<file path="src/rtl/accseq_pkg.sv">
package accseq_pkg;
  localparam int ADDR_W  = 12;
  localparam int DATA_W  = 16;
  localparam int STEP_W  = 3;
  localparam int IND_BIT = DATA_W - 1;
  localparam int OPC_LSB = ADDR_W;

  typedef enum logic [2:0] {
    OP_AND = 3'd0,
    OP_ADD = 3'd1,
    OP_LDA = 3'd2,
    OP_STA = 3'd3,
    OP_BUN = 3'd4,
    OP_BSA = 3'd5,
    OP_ISZ = 3'd6,
    OP_EXT = 3'd7
  } opcode_e;

  typedef struct packed {
    logic arLdPc;
    logic arLdIr;
    logic arLdMem;
    logic arInc;
    logic irLd;
    logic pcInc;
    logic pcLdAr;
    logic pcSkipZ;
    logic drLdMem;
    logic drInc;
    logic acAnd;
    logic acAdd;
    logic acLd;
    logic wrAc;
    logic wrPc;
    logic wrDr;
  } strobe_t;
endpackage

</file>
<file path="src/rtl/accseq_control.sv">
module accseq_control
  import accseq_pkg::*;
(
  input  logic              clk,
  input  logic              rstN,
  input  logic [3:0]        irHi,
  input  logic              extDone,
  output strobe_t           st,
  output logic [STEP_W-1:0] stepCnt,
  output logic              extStart,
  output logic              extIo
);
  localparam logic [STEP_W-1:0] S0 = STEP_W'(0);
  localparam logic [STEP_W-1:0] S1 = STEP_W'(1);
  localparam logic [STEP_W-1:0] S2 = STEP_W'(2);
  localparam logic [STEP_W-1:0] S3 = STEP_W'(3);
  localparam logic [STEP_W-1:0] S4 = STEP_W'(4);
  localparam logic [STEP_W-1:0] S5 = STEP_W'(5);
  localparam logic [STEP_W-1:0] S6 = STEP_W'(6);

  opcode_e opc;
  logic    iFlag;
  logic    endIns;
  logic    waitExt;

  assign opc     = opcode_e'(irHi[2:0]);
  assign extIo   = iFlag;
  assign waitExt = extStart && !extDone;

  always_comb begin
    st       = '0;
    endIns   = 1'b0;
    extStart = 1'b0;
    case (stepCnt)
      S0: st.arLdPc = 1'b1;
      S1: begin st.irLd = 1'b1; st.pcInc = 1'b1; end
      S2: st.arLdIr = 1'b1;
      S3: begin
        if (opc == OP_EXT) begin
          extStart = 1'b1;
          endIns   = extDone;
        end else if (iFlag) begin
          st.arLdMem = 1'b1;
        end
      end
      S4: begin
        case (opc)
          OP_AND, OP_ADD, OP_LDA, OP_ISZ: st.drLdMem = 1'b1;
          OP_STA: begin st.wrAc = 1'b1; endIns = 1'b1; end
          OP_BUN: begin st.pcLdAr = 1'b1; endIns = 1'b1; end
          OP_BSA: begin st.wrPc = 1'b1; st.arInc = 1'b1; end
          default: endIns = 1'b1;
        endcase
      end
      S5: begin
        case (opc)
          OP_AND: begin st.acAnd = 1'b1; endIns = 1'b1; end
          OP_ADD: begin st.acAdd = 1'b1; endIns = 1'b1; end
          OP_LDA: begin st.acLd = 1'b1; endIns = 1'b1; end
          OP_BSA: begin st.pcLdAr = 1'b1; endIns = 1'b1; end
          OP_ISZ: st.drInc = 1'b1;
          default: endIns = 1'b1;
        endcase
      end
      S6: begin
        if (opc == OP_ISZ) begin
          st.wrDr    = 1'b1;
          st.pcSkipZ = 1'b1;
        end
        endIns = 1'b1;
      end
      default: endIns = 1'b1;
    endcase
  end

  always_ff @(posedge clk) begin
    if (!rstN) begin
      stepCnt <= S0;
      iFlag   <= 1'b0;
    end else begin
      if (endIns)        stepCnt <= S0;
      else if (!waitExt) stepCnt <= stepCnt + STEP_W'(1);
      if (stepCnt == S2) iFlag <= irHi[3];
    end
  end


  step_clear_chk: assert property (@(posedge clk) disable iff (!rstN)
    endIns |=> stepCnt == S0);

  step_adv_chk: assert property (@(posedge clk) disable iff (!rstN)
    (!endIns && !waitExt) |=> stepCnt == $past(stepCnt) + STEP_W'(1));

  ext_hold_chk: assert property (@(posedge clk) disable iff (!rstN)
    waitExt |=> extStart && $stable(irHi) && stepCnt == S3);
endmodule

</file>
<file path="src/rtl/accseq_datapath.sv">
module accseq_datapath
  import accseq_pkg::*;
#(
  parameter logic [ADDR_W-1:0] START_ADDR = '0
) (
  input  logic              clk,
  input  logic              rstN,
  input  strobe_t           st,
  input  logic [DATA_W-1:0] memRdData,
  output logic [ADDR_W-1:0] memAddr,
  output logic [DATA_W-1:0] memWrData,
  output logic              memWrEn,
  output logic [DATA_W-1:0] ir,
  output logic [ADDR_W-1:0] pc,
  output logic [DATA_W-1:0] ac,
  output logic              e
);
  logic [ADDR_W-1:0] ar;
  logic [DATA_W-1:0] dr;
  logic [DATA_W:0]   sum;

  assign sum     = {1'b0, ac} + {1'b0, dr};
  assign memAddr = ar;
  assign memWrEn = st.wrAc | st.wrPc | st.wrDr;

  always_comb begin
    if (st.wrAc)      memWrData = ac;
    else if (st.wrPc) memWrData = DATA_W'(pc);
    else              memWrData = dr;
  end

  always_ff @(posedge clk) begin
    if (!rstN) begin
      ar <= '0;
      pc <= START_ADDR;
      ir <= '0;
      dr <= '0;
      ac <= '0;
      e  <= 1'b0;
    end else begin
      if (st.arLdPc)       ar <= pc;
      else if (st.arLdIr)  ar <= ir[ADDR_W-1:0];
      else if (st.arLdMem) ar <= memRdData[ADDR_W-1:0];
      else if (st.arInc)   ar <= ar + ADDR_W'(1);

      if (st.irLd) ir <= memRdData;

      if (st.pcInc)                        pc <= pc + ADDR_W'(1);
      else if (st.pcLdAr)                  pc <= ar;
      else if (st.pcSkipZ && dr == '0)     pc <= pc + ADDR_W'(1);

      if (st.drLdMem)    dr <= memRdData;
      else if (st.drInc) dr <= dr + DATA_W'(1);

      if (st.acAnd)      ac <= ac & dr;
      else if (st.acAdd) {e, ac} <= sum;
      else if (st.acLd)  ac <= dr;
    end
  end


  pc_fetch_inc_chk: assert property (@(posedge clk) disable iff (!rstN)
    st.irLd |=> pc == $past(pc) + ADDR_W'(1));

  indirect_ea_chk: assert property (@(posedge clk) disable iff (!rstN)
    st.arLdMem |=> memAddr == $past(memRdData[ADDR_W-1:0]));

  add_carry_chk: assert property (@(posedge clk) disable iff (!rstN)
    st.acAdd |=> {e, ac} == $past({1'b0, ac}) + $past({1'b0, dr}));

  single_write_chk: assert property (@(posedge clk) disable iff (!rstN)
    $countones({st.wrAc, st.wrPc, st.wrDr}) <= 1);
endmodule

</file>
<file path="src/rtl/accum_sequencer.sv">
module accum_sequencer
  import accseq_pkg::*;
#(
  parameter logic [ADDR_W-1:0] START_ADDR = 12'h010
) (
  input  logic              clk,
  input  logic              rstN,
  input  logic [DATA_W-1:0] memRdData,
  output logic [ADDR_W-1:0] memAddr,
  output logic [DATA_W-1:0] memWrData,
  output logic              memWrEn,
  input  logic              extDone,
  output logic              extStart,
  output logic [ADDR_W-1:0] extCode,
  output logic              extIo,
  output logic [STEP_W-1:0] stepOut,
  output logic [ADDR_W-1:0] pcOut,
  output logic [DATA_W-1:0] acOut,
  output logic              eOut
);
  strobe_t           st;
  logic [DATA_W-1:0] irWord;

  assign extCode = irWord[ADDR_W-1:0];

  accseq_control u_ctrl (
    .clk      (clk),
    .rstN     (rstN),
    .irHi     (irWord[DATA_W-1:OPC_LSB]),
    .extDone  (extDone),
    .st       (st),
    .stepCnt  (stepOut),
    .extStart (extStart),
    .extIo    (extIo)
  );

  accseq_datapath #(.START_ADDR(START_ADDR)) u_dp (
    .clk       (clk),
    .rstN      (rstN),
    .st        (st),
    .memRdData (memRdData),
    .memAddr   (memAddr),
    .memWrData (memWrData),
    .memWrEn   (memWrEn),
    .ir        (irWord),
    .pc        (pcOut),
    .ac        (acOut),
    .e         (eOut)
  );
endmodule

</file>
<file path="config.mk">
export PLATFORM = sky130hd
export DESIGN_NAME = accum_sequencer
export DESIGN_NICKNAME = d
export VERILOG_FILES = /design/src/rtl/accseq_pkg.sv /design/src/rtl/accseq_control.sv /design/src/rtl/accseq_datapath.sv /design/src/rtl/accum_sequencer.sv
export SDC_FILE = /design/constraint.sdc
export NUM_CORES = 1
export LEC_CHECK = 0
export BUFFER_PORTS_ARGS = -buffer_cell sky130_fd_sc_hd__buf_2
export CAP_MARGIN = 25
export CELL_PAD_IN_SITES_DETAIL_PLACEMENT = 0
export CELL_PAD_IN_SITES_GLOBAL_PLACEMENT = 1
export CORE_ASPECT_RATIO = 1.1
export CORE_MARGIN = 3
export CORE_UTILIZATION = 40
export CTS_BUF_LIST = sky130_fd_sc_hd__clkbuf_8
export DETAILED_ROUTE_END_ITERATION = 8
export GPL_ROUTABILITY_DRIVEN = 0
export GPL_TIMING_DRIVEN = 1
export PLACE_DENSITY = 0.83
export SLEW_MARGIN = 40
export SYNTH_ARGS = -nofsm -noshare
export SYNTH_HDL_FRONTEND = slang
export SYNTH_SLANG_ARGS = --single-unit
</file>
<file path="constraint.sdc">
create_clock -name clk -period 3.16 [get_ports clk]
set_input_delay 0.632 -clock clk [delete_from_list [all_inputs] [get_ports clk]]
set_output_delay 0.632 -clock clk [all_outputs]
set_load 0.01 [all_outputs]
</file>
## Word level (Yosys, flattened, before mapping)

Cells that the tools add are included.

| storage, ports and cells | value |
|---|---|
| bits in latches | 0 |
| word-level logic and storage cells | 86 |
| memories | 0 |
| bits in read-only memories | 0 |
| output and inout bits | 75 |
| bits in registers | 77 |
| input port bits | 19 |
| bits in writable memories | 0 |

| cells by class | value |
|---|---|
| eq/ne operators | 13 |
| add/sub/neg operators | 5 |
| shift operators | 0 |
| $lt $le $gt $ge | 0 |
| multipliers | 0 |
| reductions and logical operators | 15 |
| bitwise logic cells | 5 |
| divide/modulo/power cells | 0 |
| muxes and demuxes | 40 |

Operators with widths:

| operator | number |
|---|---|
| 2-to-1 mux 16 bit | 7 |
| 2-to-1 mux 12 bit | 7 |
| adder 12 x 1 -> 12 bit (second input constant) | 2 |
| equality test 3 bit (second input constant) | 7 |
| 2-to-1 mux 1 bit | 21 |
| adder 16 x 16 -> 17 bit | 1 |
| adder 16 x 1 -> 16 bit (second input constant) | 1 |
| AND 16 bit | 1 |
| logical NOT 16 bit | 1 |
| equality test 3 x 2 -> 1 bit (second input constant) | 4 |
| equality test 3 x 1 -> 1 bit (second input constant) | 2 |
| logical NOT 3 bit | 2 |
| nonzero test 3 bit | 2 |
| OR reduction 5 bit | 1 |
| 2-to-1 mux 2 bit | 2 |
| 2-to-1 mux 4 bit | 1 |
| one-hot mux 1 bit (4 select lines) | 1 |
| nonzero test 4 bit | 1 |
| OR reduction 4 bit | 1 |
| adder 3 x 1 -> 3 bit (second input constant) | 1 |
| OR reduction 3 bit | 1 |
| logical AND 1 bit | 2 |
| NOT 1 bit | 2 |
| OR 1 bit | 2 |
| 5 further kinds | 5 |

## Depth between registers and ports, before layout

| depth | value |
|---|---|
| depth in word-level cells | 7 |
| depth in mapped cells | 11 |
| gate-level depth less buffers | 8 |

## Hierarchy

Synthesis repeated with hierarchy kept, for this count alone.

| second synthesis, totals | value |
|---|---|
| cell total of the unflattened synthesis | 696 |
| area total of the unflattened synthesis | 5547.8 sq um |

Modules (own cells, without submodules):

| module | cells each | area an instance (sq um) | seq. area each (sq um) | instances |
|---|---|---|---|---|
| accseq_datapath | 640 | 5102.4 | 1461.4 | 1 |
| accseq_control | 56 | 445.4 | 80.1 | 1 |

## Worst setup path after synthesis

Ideal clock, no wire load.

| timing path | value |
|---|---|
| path type | flip-flop to output port |
| start point | register u_ctrl.stepCnt[0] |
| end point | output memWrData[10] |
| cell stages (with the launch flop) | 9 |
| arrival | 1.842 ns |
| slack | 0.686 ns |
| cells stage by stage | dfxtp_1 -> inv_1 -> ha_1 -> nand4_1 -> or2_2 -> clkbuf_1 -> buf_1 -> nor2_1 -> a31oi_1 |

| between the ends | value |
|---|---|
| longest elaborated chain between the ends | 4 |

RTL lines:

| item | RTL line | source |
|---|---|---|
| from (decl) | accseq_control.sv:9 | `output logic [STEP_W-1:0] stepCnt,` |
| from (signal assigned) | accseq_control.sv:82 | `else if (!waitExt) stepCnt <= stepCnt + STEP_W'(1);` |
| equality test 3 bit * | accseq_control.sv:34 | `case (stepCnt)` |
| 2-to-1 mux 2 bit * | accseq_control.sv:34 |  |
| 2-to-1 mux 16 bit | accseq_datapath.sv:28 | `else if (st.wrPc) memWrData = DATA_W'(pc);` |
| 2-to-1 mux 16 bit * | accseq_datapath.sv:27 | `if (st.wrAc) memWrData = ac;` |
| to (decl) | accum_sequencer.sv:10 | `output logic [DATA_W-1:0] memWrData,` |

Mark *: on every way between the ends. The rest lies on a longest branch, timed or not.

## Worst setup path in the final report

| timing path | value |
|---|---|
| start point | register u_ctrl.stepCnt[0] |
| end point | output memWrData[3] |

The elaborated chain is that of the path after synthesis.

==> impl_metrics.py <==
metrics = {
    "global_routing": {
        "grt_use_total_pct": 23.3,
        "grt-ovfl-total": 0,
        "grt_util_met2_pct": 39.9,
        "gr-usage-met3_pct": 3.52,
        "met1_usage_pct": 29.4,
        "antenna_found_initial": 0,
        "grt_pass1_wl_mm": 28.2,
        "busiest_layer": "met2",
        "grt_max_degree": 38,
        "grt_pass1_vias": 5302,
    },
    "final_layout": {
        "layout_common_cells": "nand2_1, buf_2, dfxtp_1",
        "fin_area_mm2": 0.00621,
        "final_core_util_pct": 46.8,
        "final_common_cell": "nand2_1",
        "antenna_cells": 0,
        "drive_gt1_share_pct": 17.6,
        "synthToLayoutAreaGrowth_pct": 13.5,
        "final_nets": 853,
    },
    "logic_synthesis": {
        "synth-edff-count": 0,
        "avgSynthCellArea_um2": 7.31,
        "yosys.cell_types.count": 63,
        "yosysWarnings": 0,
        "synth.net_count": 794,
        "ys.flop_type": "dfxtp_1",
        "synth-seq-cells": 77,
        "seq_area_frac_synth_pct": 28.2,
        "synthArstFlopShare_pct": 0,
        "syn-cell-area_mm2": 0.00547,
        "netlist_instances": 749,
    },
    "worst_setup_path": {
        "worstSetupPathType": "reg -> out",
        "crit_path_start_kind": "flop",
        "critPathMaxFanout": 17,
        "crit_arrival_ns": 2.38,
        "required_ns": 2.53,
        "end_kind": "output port",
    },
    "clock_network": {
        "clock-root-buffer": "clkbuf_8",
        "cts_resized": 0,
        "cts_setup_buffers": 0,
        "cts.clk_slew.worst_paths_ns": 0.08,
        "cts.path.max_buffers": 2,
        "cts_sinks": 77,
        "cts_made_buffers": 9,
        "htreeDepth": 3,
        "insertion_delay_ns": 0.38,
        "cts_hold_buffers": 0,
        "cts_tree": "built",
    },
    "sta": {
        "tns_ns": 0,
        "min_period_over_period_pct": 95.2,
        "setup_viol": 0,
        "rsz0062_at_grt": "false",
        "fin_crit_ns": 3.01,
        "drv_slew": 0,
        "worstMarginPinSlew_ns": 0.749,
        "hold_slack_ns": 0.456,
        "fin_worst_skew_ns": 0.00982,
        "finalHoldViolCount": 0,
        "fmax_ghz": 0.332,
        "slew_headroom_pct": 50.0,
    },
    "flow_run": {
        "maxCapViolations": 0,
    },
    "drt": {
        "drt_first_iter_violations": 403,
        "via_per_inst": 5.80,
        "firstDrtPassIters": 5,
        "wirelength_mm": 18.1,
        "antenna_left": 0,
        "dr_total_vias": 5785,
        "wl_per_cell_um": 18.2,
        "remaining_drc_errors": 0,
    },
    "min_path": {
        "hp-class": "reg -> reg",
    },
    "placement": {
        "placedInstanceArea_mm2": 0.00600,
        "hpwlAfterDp_mm": 13.6,
        "io_buffers": 93,
    },
    "floorplanning": {
        "pin_count": 94,
        "fp.dieW_um": 118,
        "die-area_mm2": 0.0151,
        "rows": 44,
        "dieHeight_um": 129,
        "coreArea_mm2": 0.0133,
        "start_util_pct": 41.2,
    },
    "power": {
        "peakVddDrop_v": 0.000370,
        "p_per_area_mw_per_mm2": 591,
        "p_leak_uw": 0.00256,
    },
    "outcome": {
        "outcome": "finished, final reports clean",
    },
}
## worst paths after layout
path                                   from                        end  slack, ns  cells after the start
max          u_ctrl.stepCnt[0]$_SDFFE_PP0N_               memWrData[3]       0.15                      7
min                u_dp.ir[15]$_SDFFE_PN0P_  u_ctrl.extIo$_SDFFE_PN0P_       0.46                      2
max reg2reg         u_dp.dr[0]$_SDFFE_PN0P_   u_dp.ac[10]$_SDFFE_PN0P_       0.57                      8
min reg2reg        u_dp.ir[15]$_SDFFE_PN0P_  u_ctrl.extIo$_SDFFE_PN0P_       0.46                      2
## cells by family (layout without fill, tap and decap cells)
logic type | Yosys count | count (layout) | synth area share (%)
and+or+nand+nor | 323 | 323 | 28.0
buffers and inverters | 80 | 144 | 6.88
xor gates and xnor gates | 44 | 44 | 7.04
DFF | 77 | 77 | 28.2
AOI/OAI and AO/OA | 187 | 187 | 21.6
adders and majority gates | 26 | 26 | 6.08
muxes | 12 | 12 | 2.19
## area by class of cell
class                   count  area (um2)
clock buffers              10         138
clock inverters             6        70.1
fillers                  1349        7060
inverters                  16        60.1
multi-input cells         592        3560
flip-flops and latches     77        1540
well taps                 184         230
repair buffers            112         616
## state kept, by name, indices dropped and copies added, names as in the netlist
signal	flops
u_dp.pc	12
u_ctrl.stepCnt	3
u_dp.e	1
u_dp.memAddr	12
u_ctrl.extIo	1
u_dp.dr	16
u_dp.ac	16
u_dp.ir	16
## Yosys cell counts, types with 16 or more instances
library cell	number	area share (%)
clkbuf_1	31	2.1
o21ai_0	41	3.7
a21oi_1	61	5.6
nor2_1	75	5.1
ha_1	25	5.7
nand4_1	18	2.1
dfxtp_1	77	28
xnor2_1	16	2.6
nor3_1	18	1.6
a211oi_1	24	3.3
nand2_1	114	7.8
nand3_1	40	3.7
xor2_1	28	4.5
## power by group
group | internal, uW | switching (uW) | leakage [uW]
Clock | 390 | 426 | 0.0000951
Sequential | 1120 | 234 | 0.000625
Combinational | 573 | 930 | 0.00184
Total | 2080 | 1590 | 0.00256
## metal layers
| metal | part of all wire [%] | wire length [um] | up-vias |
|---|---|---|---|
| li1 | - | - | 2786 |
| met1 | 42 | 7620 | 2713 |
| met2 | 48 | 8670 | 254 |
| met3 | 7.4 | 1330 | 32 |
| met4 | 2.8 | 505 | 0 |
| met5 | 0 | 0 | - |
## per-stage QoR
step                std cells  power (uW)  setup slack, ns
detailed placement        981        2860            0.556
global route              997        3900           0.0121
CTS                       997        3680            0.141
global placement          979        2820            0.630
floorplan                 749        2390            0.686
finish                    997        3670            0.150
## worst max-delay path, cell delays in order, from the launching register on
cell     delay, ns
dfxtp_1       0.36
inv_1         0.13
ha_1          0.28
nand2_1       0.12
or3_2         0.68
nand2_1       0.14
a31oi_1       0.10
buf_2         0.18
No activity file was read; power rests on OpenSTA's default activity.
